===== src/rtl/sr_pkg.sv =====
// Shared constants, phase type and the per-address width table of the
// serial register slave. Assumes at most 32 registers (5-bit address).
package sr_pkg;
    localparam int unsigned ADDR_W    = 5;
    localparam int unsigned MAX_BYTES = 3;
    localparam int unsigned DATA_W    = 8 * MAX_BYTES;
    localparam int unsigned NB_W      = $clog2(MAX_BYTES + 1);
    localparam int unsigned CNT_W     = NB_W + 3;

    typedef enum logic {PH_CMD, PH_DATA} phase_e;

    // Bit width of a register; zero marks an unmapped address.
    function automatic int unsigned reg_width(input logic [ADDR_W-1:0] a,
                                              input int unsigned n_regs);
        if (int'(a) >= int'(n_regs)) return 0;
        case (a[1:0])
            2'd0:    return 8;
            2'd1:    return 12;
            2'd2:    return 16;
            default: return 24;
        endcase
    endfunction

    // Data byte count of a register; unmapped addresses take one byte.
    function automatic logic [NB_W-1:0] reg_bytes(input logic [ADDR_W-1:0] a,
                                                  input int unsigned n_regs);
        int unsigned w;
        w = reg_width(a, n_regs);
        if (w == 0) return NB_W'(1);
        return NB_W'((w + 7) / 8);
    endfunction

    // Mask of the low w bits of a data word.
    function automatic logic [DATA_W-1:0] width_mask(input int unsigned w);
        logic [DATA_W-1:0] m;
        for (int i = 0; i < int'(DATA_W); i++) m[i] = (i < int'(w));
        return m;
    endfunction
endpackage


===== src/rtl/sr_in_sync.sv =====
// Two-flop synchronizer for a group of asynchronous single-bit inputs.
// Assumes each bit is independent; RST_VAL gives each bit's idle level.
module sr_in_sync #(
    parameter int unsigned     N       = 3,
    parameter logic [N-1:0]    RST_VAL = '0
) (
    input  logic         clk,
    input  logic         rst_n,
    input  logic [N-1:0] d_i,
    output logic [N-1:0] q_o
);
    logic [N-1:0] meta_q;
    logic [N-1:0] sync_q;

    // Two register stages per input bit.
    always_ff @(posedge clk) begin
        if (!rst_n) begin
            meta_q <= RST_VAL;
            sync_q <= RST_VAL;
        end else begin
            meta_q <= d_i;
            sync_q <= meta_q;
        end
    end

    assign q_o = sync_q;
endmodule


===== src/rtl/sr_frame_ctrl.sv =====
// Command/data sequencer of the serial port. Detects serial clock edges on
// synchronized inputs, decodes the command byte, issues byte-lane writes,
// and shifts a read snapshot out. Assumes each serial clock half period
// spans at least 4 system clocks.
module sr_frame_ctrl
    import sr_pkg::*;
#(
    parameter int unsigned NUM_REGS = 16
) (
    input  logic              clk,
    input  logic              rst_n,
    input  logic              sclk_s_i,
    input  logic              csn_s_i,
    input  logic              sdi_s_i,
    output logic              wr_en_o,
    output logic [ADDR_W-1:0] wr_addr_o,
    output logic [NB_W-1:0]   wr_lane_o,
    output logic [7:0]        wr_byte_o,
    output logic [ADDR_W-1:0] rd_addr_o,
    input  logic [DATA_W-1:0] rd_data_i,
    output logic              sdo_o,
    output logic              sdo_oe_o
);
    phase_e            phase_q;
    logic              sclk_prev_q;
    logic [7:0]        cmd_q;
    logic [7:0]        byte_q;
    logic [CNT_W-1:0]  cnt_q;
    logic              wr_q;
    logic [ADDR_W-1:0] addr_q;
    logic [NB_W-1:0]   nb_q;
    logic [DATA_W-1:0] shadow_q;
    logic              sdo_q;

    logic              sclk_fall;
    logic              sclk_rise;
    logic [7:0]        cmd_next;
    logic [7:0]        byte_next;
    logic [NB_W-1:0]   cmd_nb;
    logic [CNT_W-1:0]  pad_bits;
    logic [CNT_W-1:0]  last_bit;

    // Edge detection and next-value helpers.
    assign sclk_fall = sclk_prev_q & ~sclk_s_i;
    assign sclk_rise = ~sclk_prev_q & sclk_s_i;
    assign cmd_next  = {cmd_q[6:0], sdi_s_i};
    assign byte_next = {byte_q[6:0], sdi_s_i};
    assign cmd_nb    = reg_bytes(cmd_next[ADDR_W-1:0], NUM_REGS);
    assign pad_bits  = {NB_W'(MAX_BYTES) - cmd_nb, 3'b000};
    assign last_bit  = {nb_q, 3'b000} - CNT_W'(1);

    // Remember the previous synchronized serial clock level.
    always_ff @(posedge clk) begin
        if (!rst_n) sclk_prev_q <= 1'b1;
        else        sclk_prev_q <= sclk_s_i;
    end

    // Phase, bit counting, command capture and read shifting.
    always_ff @(posedge clk) begin
        if (!rst_n) begin
            phase_q  <= PH_CMD;
            cmd_q    <= '0;
            byte_q   <= '0;
            cnt_q    <= '0;
            wr_q     <= 1'b0;
            addr_q   <= '0;
            nb_q     <= NB_W'(1);
            shadow_q <= '0;
            sdo_q    <= 1'b0;
        end else if (csn_s_i) begin
            phase_q <= PH_CMD;
            cnt_q   <= '0;
            sdo_q   <= 1'b0;
        end else if (sclk_fall) begin
            if (phase_q == PH_CMD) begin
                cmd_q <= cmd_next;
                if (cnt_q == CNT_W'(7)) begin
                    cnt_q   <= '0;
                    phase_q <= PH_DATA;
                    wr_q    <= cmd_next[7];
                    addr_q  <= cmd_next[ADDR_W-1:0];
                    nb_q    <= cmd_nb;
                    if (!cmd_next[7]) shadow_q <= rd_data_i << pad_bits;
                end else begin
                    cnt_q <= cnt_q + CNT_W'(1);
                end
            end else begin
                byte_q <= byte_next;
                if (cnt_q == last_bit) begin
                    phase_q <= PH_CMD;
                    cnt_q   <= '0;
                end else begin
                    cnt_q <= cnt_q + CNT_W'(1);
                end
            end
        end else if (sclk_rise && phase_q == PH_DATA && !wr_q) begin
            sdo_q    <= shadow_q[DATA_W-1];
            shadow_q <= shadow_q << 1;
        end
    end

    // Byte-lane write request on each completed write data byte.
    always_comb begin
        wr_en_o   = !csn_s_i && sclk_fall && phase_q == PH_DATA && wr_q
                    && cnt_q[2:0] == 3'd7;
        wr_addr_o = addr_q;
        wr_lane_o = nb_q - NB_W'(1) - cnt_q[CNT_W-1:3];
        wr_byte_o = byte_next;
    end

    // Read address for the snapshot taken as the command completes.
    assign rd_addr_o = cmd_next[ADDR_W-1:0];

    // Output drive only during a selected read data phase.
    assign sdo_oe_o = !csn_s_i && phase_q == PH_DATA && !wr_q;
    assign sdo_o    = sdo_oe_o & sdo_q;

    assert_data_bound_R8: assert property (@(posedge clk) disable iff (!rst_n)
        (phase_q == PH_DATA) |-> (cnt_q <= last_bit));

    assert_abort_to_cmd_R7: assert property (@(posedge clk) disable iff (!rst_n)
        csn_s_i |=> (phase_q == PH_CMD && cnt_q == '0));

    assert_launch_on_rise_R3: assert property (@(posedge clk) disable iff (!rst_n)
        (!sclk_rise && !csn_s_i) |=> $stable(sdo_q));

    assert_commit_boundary_R6: assert property (@(posedge clk) disable iff (!rst_n)
        wr_en_o |=> (cnt_q[2:0] == 3'd0));
endmodule


===== src/rtl/sr_reg_bank.sv =====
// Register storage with byte-lane writes and a right-justified read port.
// Assumes lanes above a register's byte count are never addressed; bits
// above the register width are masked off on every write.
module sr_reg_bank
    import sr_pkg::*;
#(
    parameter int unsigned NUM_REGS = 16
) (
    input  logic                         clk,
    input  logic                         rst_n,
    input  logic                         wr_en_i,
    input  logic [ADDR_W-1:0]            wr_addr_i,
    input  logic [NB_W-1:0]              wr_lane_i,
    input  logic [7:0]                   wr_byte_i,
    input  logic [ADDR_W-1:0]            rd_addr_i,
    output logic [DATA_W-1:0]            rd_data_o,
    output logic [NUM_REGS*DATA_W-1:0]   regs_o
);
    logic [NUM_REGS*DATA_W-1:0] regs_flat;
    logic                       wr_unmapped;

    for (genvar i = 0; i < int'(NUM_REGS); i++) begin : g_reg
        localparam logic [DATA_W-1:0] MASK =
            width_mask(reg_width(ADDR_W'(i), NUM_REGS));
        logic [DATA_W-1:0] val_q;
        logic [DATA_W-1:0] val_d;

        // Merge the incoming byte into its lane, masked to the width.
        always_comb begin
            val_d = val_q;
            if (wr_en_i && wr_addr_i == ADDR_W'(i)) begin
                for (int b = 0; b < int'(MAX_BYTES); b++) begin
                    if (wr_lane_i == NB_W'(b))
                        val_d[b*8 +: 8] = wr_byte_i & MASK[b*8 +: 8];
                end
            end
        end

        // Register storage.
        always_ff @(posedge clk) begin
            if (!rst_n) val_q <= '0;
            else        val_q <= val_d;
        end

        assign regs_flat[i*DATA_W +: DATA_W] = val_q;

        assert_unused_bits_zero_R5: assert property (@(posedge clk) disable iff (!rst_n)
            (val_q & ~MASK) == '0);
    end

    // Read multiplexer; unmapped addresses give zero.
    always_comb begin
        rd_data_o = '0;
        for (int i = 0; i < int'(NUM_REGS); i++) begin
            if (rd_addr_i == ADDR_W'(i)) rd_data_o = regs_flat[i*DATA_W +: DATA_W];
        end
    end

    assign regs_o      = regs_flat;
    assign wr_unmapped = wr_en_i && (int'(wr_addr_i) >= int'(NUM_REGS));

    assert_unmapped_no_write_R9: assert property (@(posedge clk) disable iff (!rst_n)
        wr_unmapped |=> $stable(regs_flat));
endmodule


===== src/rtl/cmd_serial_regbank.sv =====
// Top of the command-byte serial register slave: synchronizes the serial
// pins, then connects the sequencer to the register bank. Assumes the
// host keeps each serial clock half period at 4 system clocks or more.
module cmd_serial_regbank
    import sr_pkg::*;
#(
    parameter int unsigned NUM_REGS = 16
) (
    input  logic                       clk,
    input  logic                       rst_n,
    input  logic                       sclk_i,
    input  logic                       csn_i,
    input  logic                       sdi_i,
    output logic                       sdo_o,
    output logic                       sdo_oe_o,
    output logic [NUM_REGS*DATA_W-1:0] regs_o
);
    localparam int unsigned N_IN = 3;

    logic [N_IN-1:0]   pins_s;
    logic              wr_en;
    logic [ADDR_W-1:0] wr_addr;
    logic [NB_W-1:0]   wr_lane;
    logic [7:0]        wr_byte;
    logic [ADDR_W-1:0] rd_addr;
    logic [DATA_W-1:0] rd_data;

    sr_in_sync #(.N(N_IN), .RST_VAL(3'b011)) u_sync (
        .clk   (clk),
        .rst_n (rst_n),
        .d_i   ({sdi_i, csn_i, sclk_i}),
        .q_o   (pins_s)
    );

    sr_frame_ctrl #(.NUM_REGS(NUM_REGS)) u_ctrl (
        .clk       (clk),
        .rst_n     (rst_n),
        .sclk_s_i  (pins_s[0]),
        .csn_s_i   (pins_s[1]),
        .sdi_s_i   (pins_s[2]),
        .wr_en_o   (wr_en),
        .wr_addr_o (wr_addr),
        .wr_lane_o (wr_lane),
        .wr_byte_o (wr_byte),
        .rd_addr_o (rd_addr),
        .rd_data_i (rd_data),
        .sdo_o     (sdo_o),
        .sdo_oe_o  (sdo_oe_o)
    );

    sr_reg_bank #(.NUM_REGS(NUM_REGS)) u_bank (
        .clk       (clk),
        .rst_n     (rst_n),
        .wr_en_i   (wr_en),
        .wr_addr_i (wr_addr),
        .wr_lane_i (wr_lane),
        .wr_byte_i (wr_byte),
        .rd_addr_i (rd_addr),
        .rd_data_o (rd_data),
        .regs_o    (regs_o)
    );

    assert_oe_needs_select_R10: assert property (@(posedge clk) disable iff (!rst_n)
        $rose(pins_s[1]) |-> !sdo_oe_o);
endmodule


===== config.mk =====
export PLATFORM = sky130hd
export DESIGN_NAME = cmd_serial_regbank
export DESIGN_NICKNAME = d
export VERILOG_FILES = /design/src/rtl/sr_pkg.sv /design/src/rtl/sr_in_sync.sv /design/src/rtl/sr_frame_ctrl.sv /design/src/rtl/sr_reg_bank.sv /design/src/rtl/cmd_serial_regbank.sv
export SDC_FILE = /design/constraint.sdc
export NUM_CORES = 1
export LEC_CHECK = 0
export BUFFER_PORTS_ARGS = -buffer_cell sky130_fd_sc_hd__buf_2
export CELL_PAD_IN_SITES_DETAIL_PLACEMENT = 1
export CELL_PAD_IN_SITES_GLOBAL_PLACEMENT = 1
export CORE_UTILIZATION = 35
export DETAILED_ROUTE_END_ITERATION = 8
export PLACE_DENSITY_LB_ADDON = 0.08
export RECOVER_POWER = 25
export SKIP_LAST_GASP = 1
export SLEW_MARGIN = 20
export SYNTH_ARGS = -nofsm -noshare
export SYNTH_HDL_FRONTEND = slang
export SYNTH_SLANG_ARGS = --single-unit

===== constraint.sdc =====
create_clock -name clk -period 8 [get_ports clk]
set_clock_uncertainty 0.05 [all_clocks]
set_input_delay 2.4 -clock clk [delete_from_list [all_inputs] [get_ports clk]]
set_output_delay 2.4 -clock clk [all_outputs]
set_load 0.02 [all_outputs]

Yosys cells after proc, flatten, opt, wreduce, memory -nomap -nowiden:

Index checks and enable logic that the tools add are counted.

* register bits after elaboration: 300
* latch bits: 0
* bits in writable memories: 0
* memory bits (read-only): 0
* input bits: 5
* output and inout port bits: 386
* word-level logic and storage cells: 204
* memories: 0

* add/subtract/negate cells: 6
* multiply operators: 0
* div/mod/pow operators: 0
* $lt $le $gt $ge: 1
* eq/ne operators: 40
* shift operators: 1
* multiplexer cells: 33
* bitwise gates (word level): 9
* reductions and logical operators: 70

Operators with widths (number)
* 2-to-1 mux 24 bit: 20
* == test 5 x 4 -> 1 bit (second input constant): 16
* AND reduction 2 bit: 33
* == test 5 x 3 -> 1 bit (second input constant): 9
* logical NOT 32 bit: 1
* logical AND 1 bit: 24
* left shift 24 x 5 -> 24 bit: 1
* == test 5 x 2 -> 1 bit (second input constant): 4
* 2-to-1 mux 5 bit: 4
* one-hot mux 5 bit (3 select lines): 1
* == test 5 x 1 -> 1 bit (second input constant): 2
* logical NOT 5 bit: 2
* 2-to-1 mux 8 bit: 1
* != test 2 bit (second input constant): 3
* inverter 1 bit: 6
* AND reduction 3 bit: 2
* adder 5 x 1 -> 5 bit (second input constant): 1
* adder 5 x 3 -> 5 bit (second input constant): 1
* == test 5 bit: 1
* >= comparator 5 bit (second input constant): 1
* 2-to-1 mux 1 bit: 5
* AND reduction 5 bit: 1
* subtractor 5 x 1 -> 5 bit (second input constant): 1
* == test 2 x 1 -> 1 bit (second input constant): 2
* other kinds (12): 18

Longest topological paths before layout:

* depth in word-level cells: 22
* gate-level depth with buffers: 14
* gate-level depth less buffers: 10

Cells and area by module:

From an unflattened synthesis, not the netlist that was laid out.

* cell total of the unflattened synthesis: 1842
* area, all modules: 15787.6 um^2

By module, submodules not included
* sr_reg_bank: times used 1, cells each 1513, area an instance 12844.8 um^2, sequential area each 4804.6 um^2
* sr_frame_ctrl: times used 1, cells each 317, area an instance 2785.2 um^2, sequential area each 1081.0 um^2
* sr_in_sync: times used 1, cells each 12, area an instance 157.7 um^2, sequential area each 120.1 um^2

Worst setup path after synthesis:

Ideal clock, no wire load.

* kind: input port to flip-flop
* start: in rst_n
* end: reg u_ctrl.shadow_q[16]
* setup time: 0.087 ns
* arrival time: 3.823 ns
* data required time: 7.863 ns
* setup slack: 4.040 ns
* stages on the path: 7
* path through: clkbuf_1 -> nand2b_1 -> buf_1 -> a2111oi_0 -> o21ai_0 -> o31a_1 -> o31ai_1

RTL lines
* from (decl): line cmd_serial_regbank.sv:10 `input logic rst_n,`
* to (signal assigned): line sr_frame_ctrl.sv:83 `if (!cmd_next[7]) shadow_q <= rd_data_i << pad_bits;`
* to (signal assigned): line sr_frame_ctrl.sv:98 `shadow_q <= shadow_q << 1;`
* to (decl): line sr_frame_ctrl.sv:32 `logic [DATA_W-1:0] shadow_q;`

Worst setup path after layout:

* start: in rst_n
* end: reg u_bank.g_reg[9].val_q[9]

RTL lines
* to (signal assigned): line sr_reg_bank.sv:42 `else val_q <= val_d;`
* to (decl): line sr_reg_bank.sv:25 `logic [DATA_W-1:0] val_q;`

No word-level cell between the ends.

==> impl_metrics.tcl <==
set metrics [dict create \
    status "finished, violations left" \
    violations "max-capacitance violations" \
    p_int_mw 2.692 \
    wl_mm 67.89 \
    cp.arrival_ps 5260 \
    hp-class "reg2reg" \
    grt_pass1_vias 14280 \
    async_flop_share_pct 0 \
    combPwrFrac_pct 3.3 \
    ys_ff_latch 300 \
    finalCritPeriodShare_pct 61.53 \
    synth_cell_types 93 \
    cts_tree "yes" \
    ys.flop_type "dfxtp_1" \
    place_area_um2 16560 \
    path_class "in2reg" \
    synthToLayoutAreaGrowth_pct 15.54 \
    postSynthAreaPerCell_um2 8.429 \
    via_count 14640 \
    gp_congestion 0.8940 \
    drtAntennaViolNets 0 \
    cts_setup_buffers 0 \
    finalNonFillerCells 2622 \
    via_per_inst 5.584 \
    synth_area_leader_cell "dfxtp_1" \
    setup_tns_ps 0 \
    grtUsageTotal_pct 29.65 \
    initial_core_util_pct 35.77 \
    dr.pass1.iters 5 \
    hold_buffers 0 \
    fmax_mhz 203.2 \
    clockPowerShare_pct 53.7 \
    dp_hpwl_mm 48.42 \
    tightest_slew_ps 1493 \
    grt_max_degree 175 \
    synthXorXnorAreaFrac_pct 0.3711 \
    clock_sinks 300 \
    synth_compound_area_share_pct 15.72 \
    worstPathCellList "clkbuf_1, inv_8, buf_4, nor2_1" \
    synthAdderAreaFrac_pct 0.4034 \
    finalCriticalPeriod_ps 4922 \
    rsz0062_at_grt "false" \
    power_per_cell_area_nw_per_um2 195.1 \
    wl_per_cell_um 25.89 \
    synth-simple-area-share_pct 20.34 \
    synth_common_cells "dfxtp_1, nor2_1, mux2i_1, a21oi_1, nand2_1" \
    die_h_um 212.5 \
    switching_share_pct 22.99 \
    reg2reg_slack_ps 3830 \
    die_x_um 212.5 \
    synthTopCellsByArea "dfxtp_1, mux2i_1, buf_4" \
    setup_viol 0 \
    synth_top_family_by_area "simple AND/OR/NAND/NOR gates" \
    finalHoldViolCount 0 \
    cp_max_fo 174 \
    utilization_pct 41.32 \
    yosysSeqAreaShare_pct 38.73 \
    leakage_nw 7.926 \
    overflow 0 \
    fin_nets 2019 \
    drive_gt1_share_pct 19.56 \
    cts_resized 0 \
    route.detailed.drc 0 \
    htreeDepth 2 \
    root_buffer "clkbuf_16" \
    maxSlewHeadroom_pct 0.4992 \
    port_buffers 246 \
    ios 391 \
    clockBufferDepth 3 \
    synth_cells 1840 \
    critical_path_required_ps 8340 \
    crit_slowest_cell "inv_8" \
    yosys_warnings 0 \
    die_area_um2 45160 \
    net-switching-power_mw 0.8038 \
    synth_most_common_cell "dfxtp_1" \
    synth.mux.area_fraction_pct 12.94 \
    stdcell_area_um2 17920 \
    report.final.slew_viol_count 0 \
    synth_edf_count 0 \
    yosysTopAreaCellShare_pct 38.73 \
    coreArea_um2 43360 \
    grt_pass1_wl_mm 98.56 \
    fp-row-count 76 \
    cts_made_buffers 38 \
    clk_latency_ps 560 \
    ir_worst_vdd_v 0.0001051 \
    slowest_delay_ps 1000 \
    antenna_found_initial 3 \
    worstSetupEndpointType "flop" \
    drv_cap 1 \
    drt_iter0_markers 1200 \
    clkTransAtPathRegs_ps 50 \
    critPathLaunchType "input pin" \
    power.share.sequential_pct 42.9 \
    synth_area_um2 15510 \
    place_inst 2554 \
]
==> state kept, by name, summed over array words and instances, names as in the netlist <==
signal / cells
u_bank.g.val_q: 240
u_ctrl.byte_q: 7
u_ctrl.cmd_q: 7
u_ctrl.cnt_q: 5
u_ctrl.nb_q: 2
u_ctrl.phase_q: 1
u_ctrl.sclk_prev_q: 1
u_ctrl.sdo_q: 1
u_ctrl.shadow_q: 24
u_ctrl.wr_addr_o: 5
u_ctrl.wr_q: 1
u_sync.meta_q: 3
u_sync.q_o: 3
==> metrics by stage <==
stage	worst slack [ps]	total power [mW]	hold WS [ps]
3_5_place_dp	3071	1.647	351.5
6_report	3078	3.496	364.8
4_1_cts	3660	3.524	372.5
2_1_floorplan	4040	1.683	336.3
5_1_grt	2797	3.600	385.6
3_3_place_gp	3098	1.647	354.6
==> metal layers <==
| layer | up-vias | GRT usage (%) | share of wire (%) |
|---|---|---|---|
| li1 | 6574 | - | - |
| met1 | 7355 | 40.62 | 44 |
| met2 | 603 | 47.32 | 46 |
| met3 | 107 | 5.303 | 7.1 |
| met4 | 2 | 8.608 | 2.6 |
| met5 | - | 0 | 0.016 |
==> cells in the final DEF (no fill, tap or decap), types with 41 or more instances in the layout <==
cell and n:
buf_2 245, mux2i_1 178, clkbuf_16 41, dfxtp_1 297, a21oi_1 168, nor2_1 204
o21ai_0 49, nand2_1 169, conb_1 144, nand3_1 117
==> final timing paths <==
kind | from | cells after the start | to
worst max-delay path | rst_n | 4 | u_bank.g_reg[9].val_q[9]
worst min-delay path | u_sync.meta_q[1] | 1 | u_sync.q_o[1]
worst max register to register | u_ctrl.cmd_q[0] | 8 | u_ctrl.shadow_q[10]
worst min register to register | u_sync.meta_q[1] | 1 | u_sync.q_o[1]
==> critical path, delay by kind of cell <==
family | cells | cell delay [ps]
buffers and inverters | 3 | 2510
AND/OR/NAND/NOR | 1 | 120
==> power groups by stage <==
stage          clock network (mW)  logic, mW  registers, mW
2_1_floorplan                   0      0.154           1.53
3_3_place_gp                    0      0.114           1.53
3_5_place_dp                    0      0.113           1.53
4_1_cts                      1.91      0.113           1.50
5_1_grt                      1.97      0.125           1.50
6_report                     1.88      0.116           1.50
==> logic make-up after synthesis <==
kind of cell / after synthesis
compound gates: 382
xor+xnor: 5
fa+ha+maj: 5
buf+inv: 309
flops: 300
mux: 195
other cells: 1
simple gates: 643
==> area by class of cell <==
cell class | instances | area (µm²)
Antenna cell | 2 | 5.005
Clock inverter | 9 | 195.2
Tap cell | 585 | 732.0
Timing Repair Buffer | 277 | 1463
Clock buffer | 57 | 1156
Multi-Input combinational cell | 1374 | 8280
Fill cell | 5249 | 25440
Inverter | 18 | 75.07
Sequential cell | 300 | 6012
No activity file was read; power rests on OpenSTA's default activity.
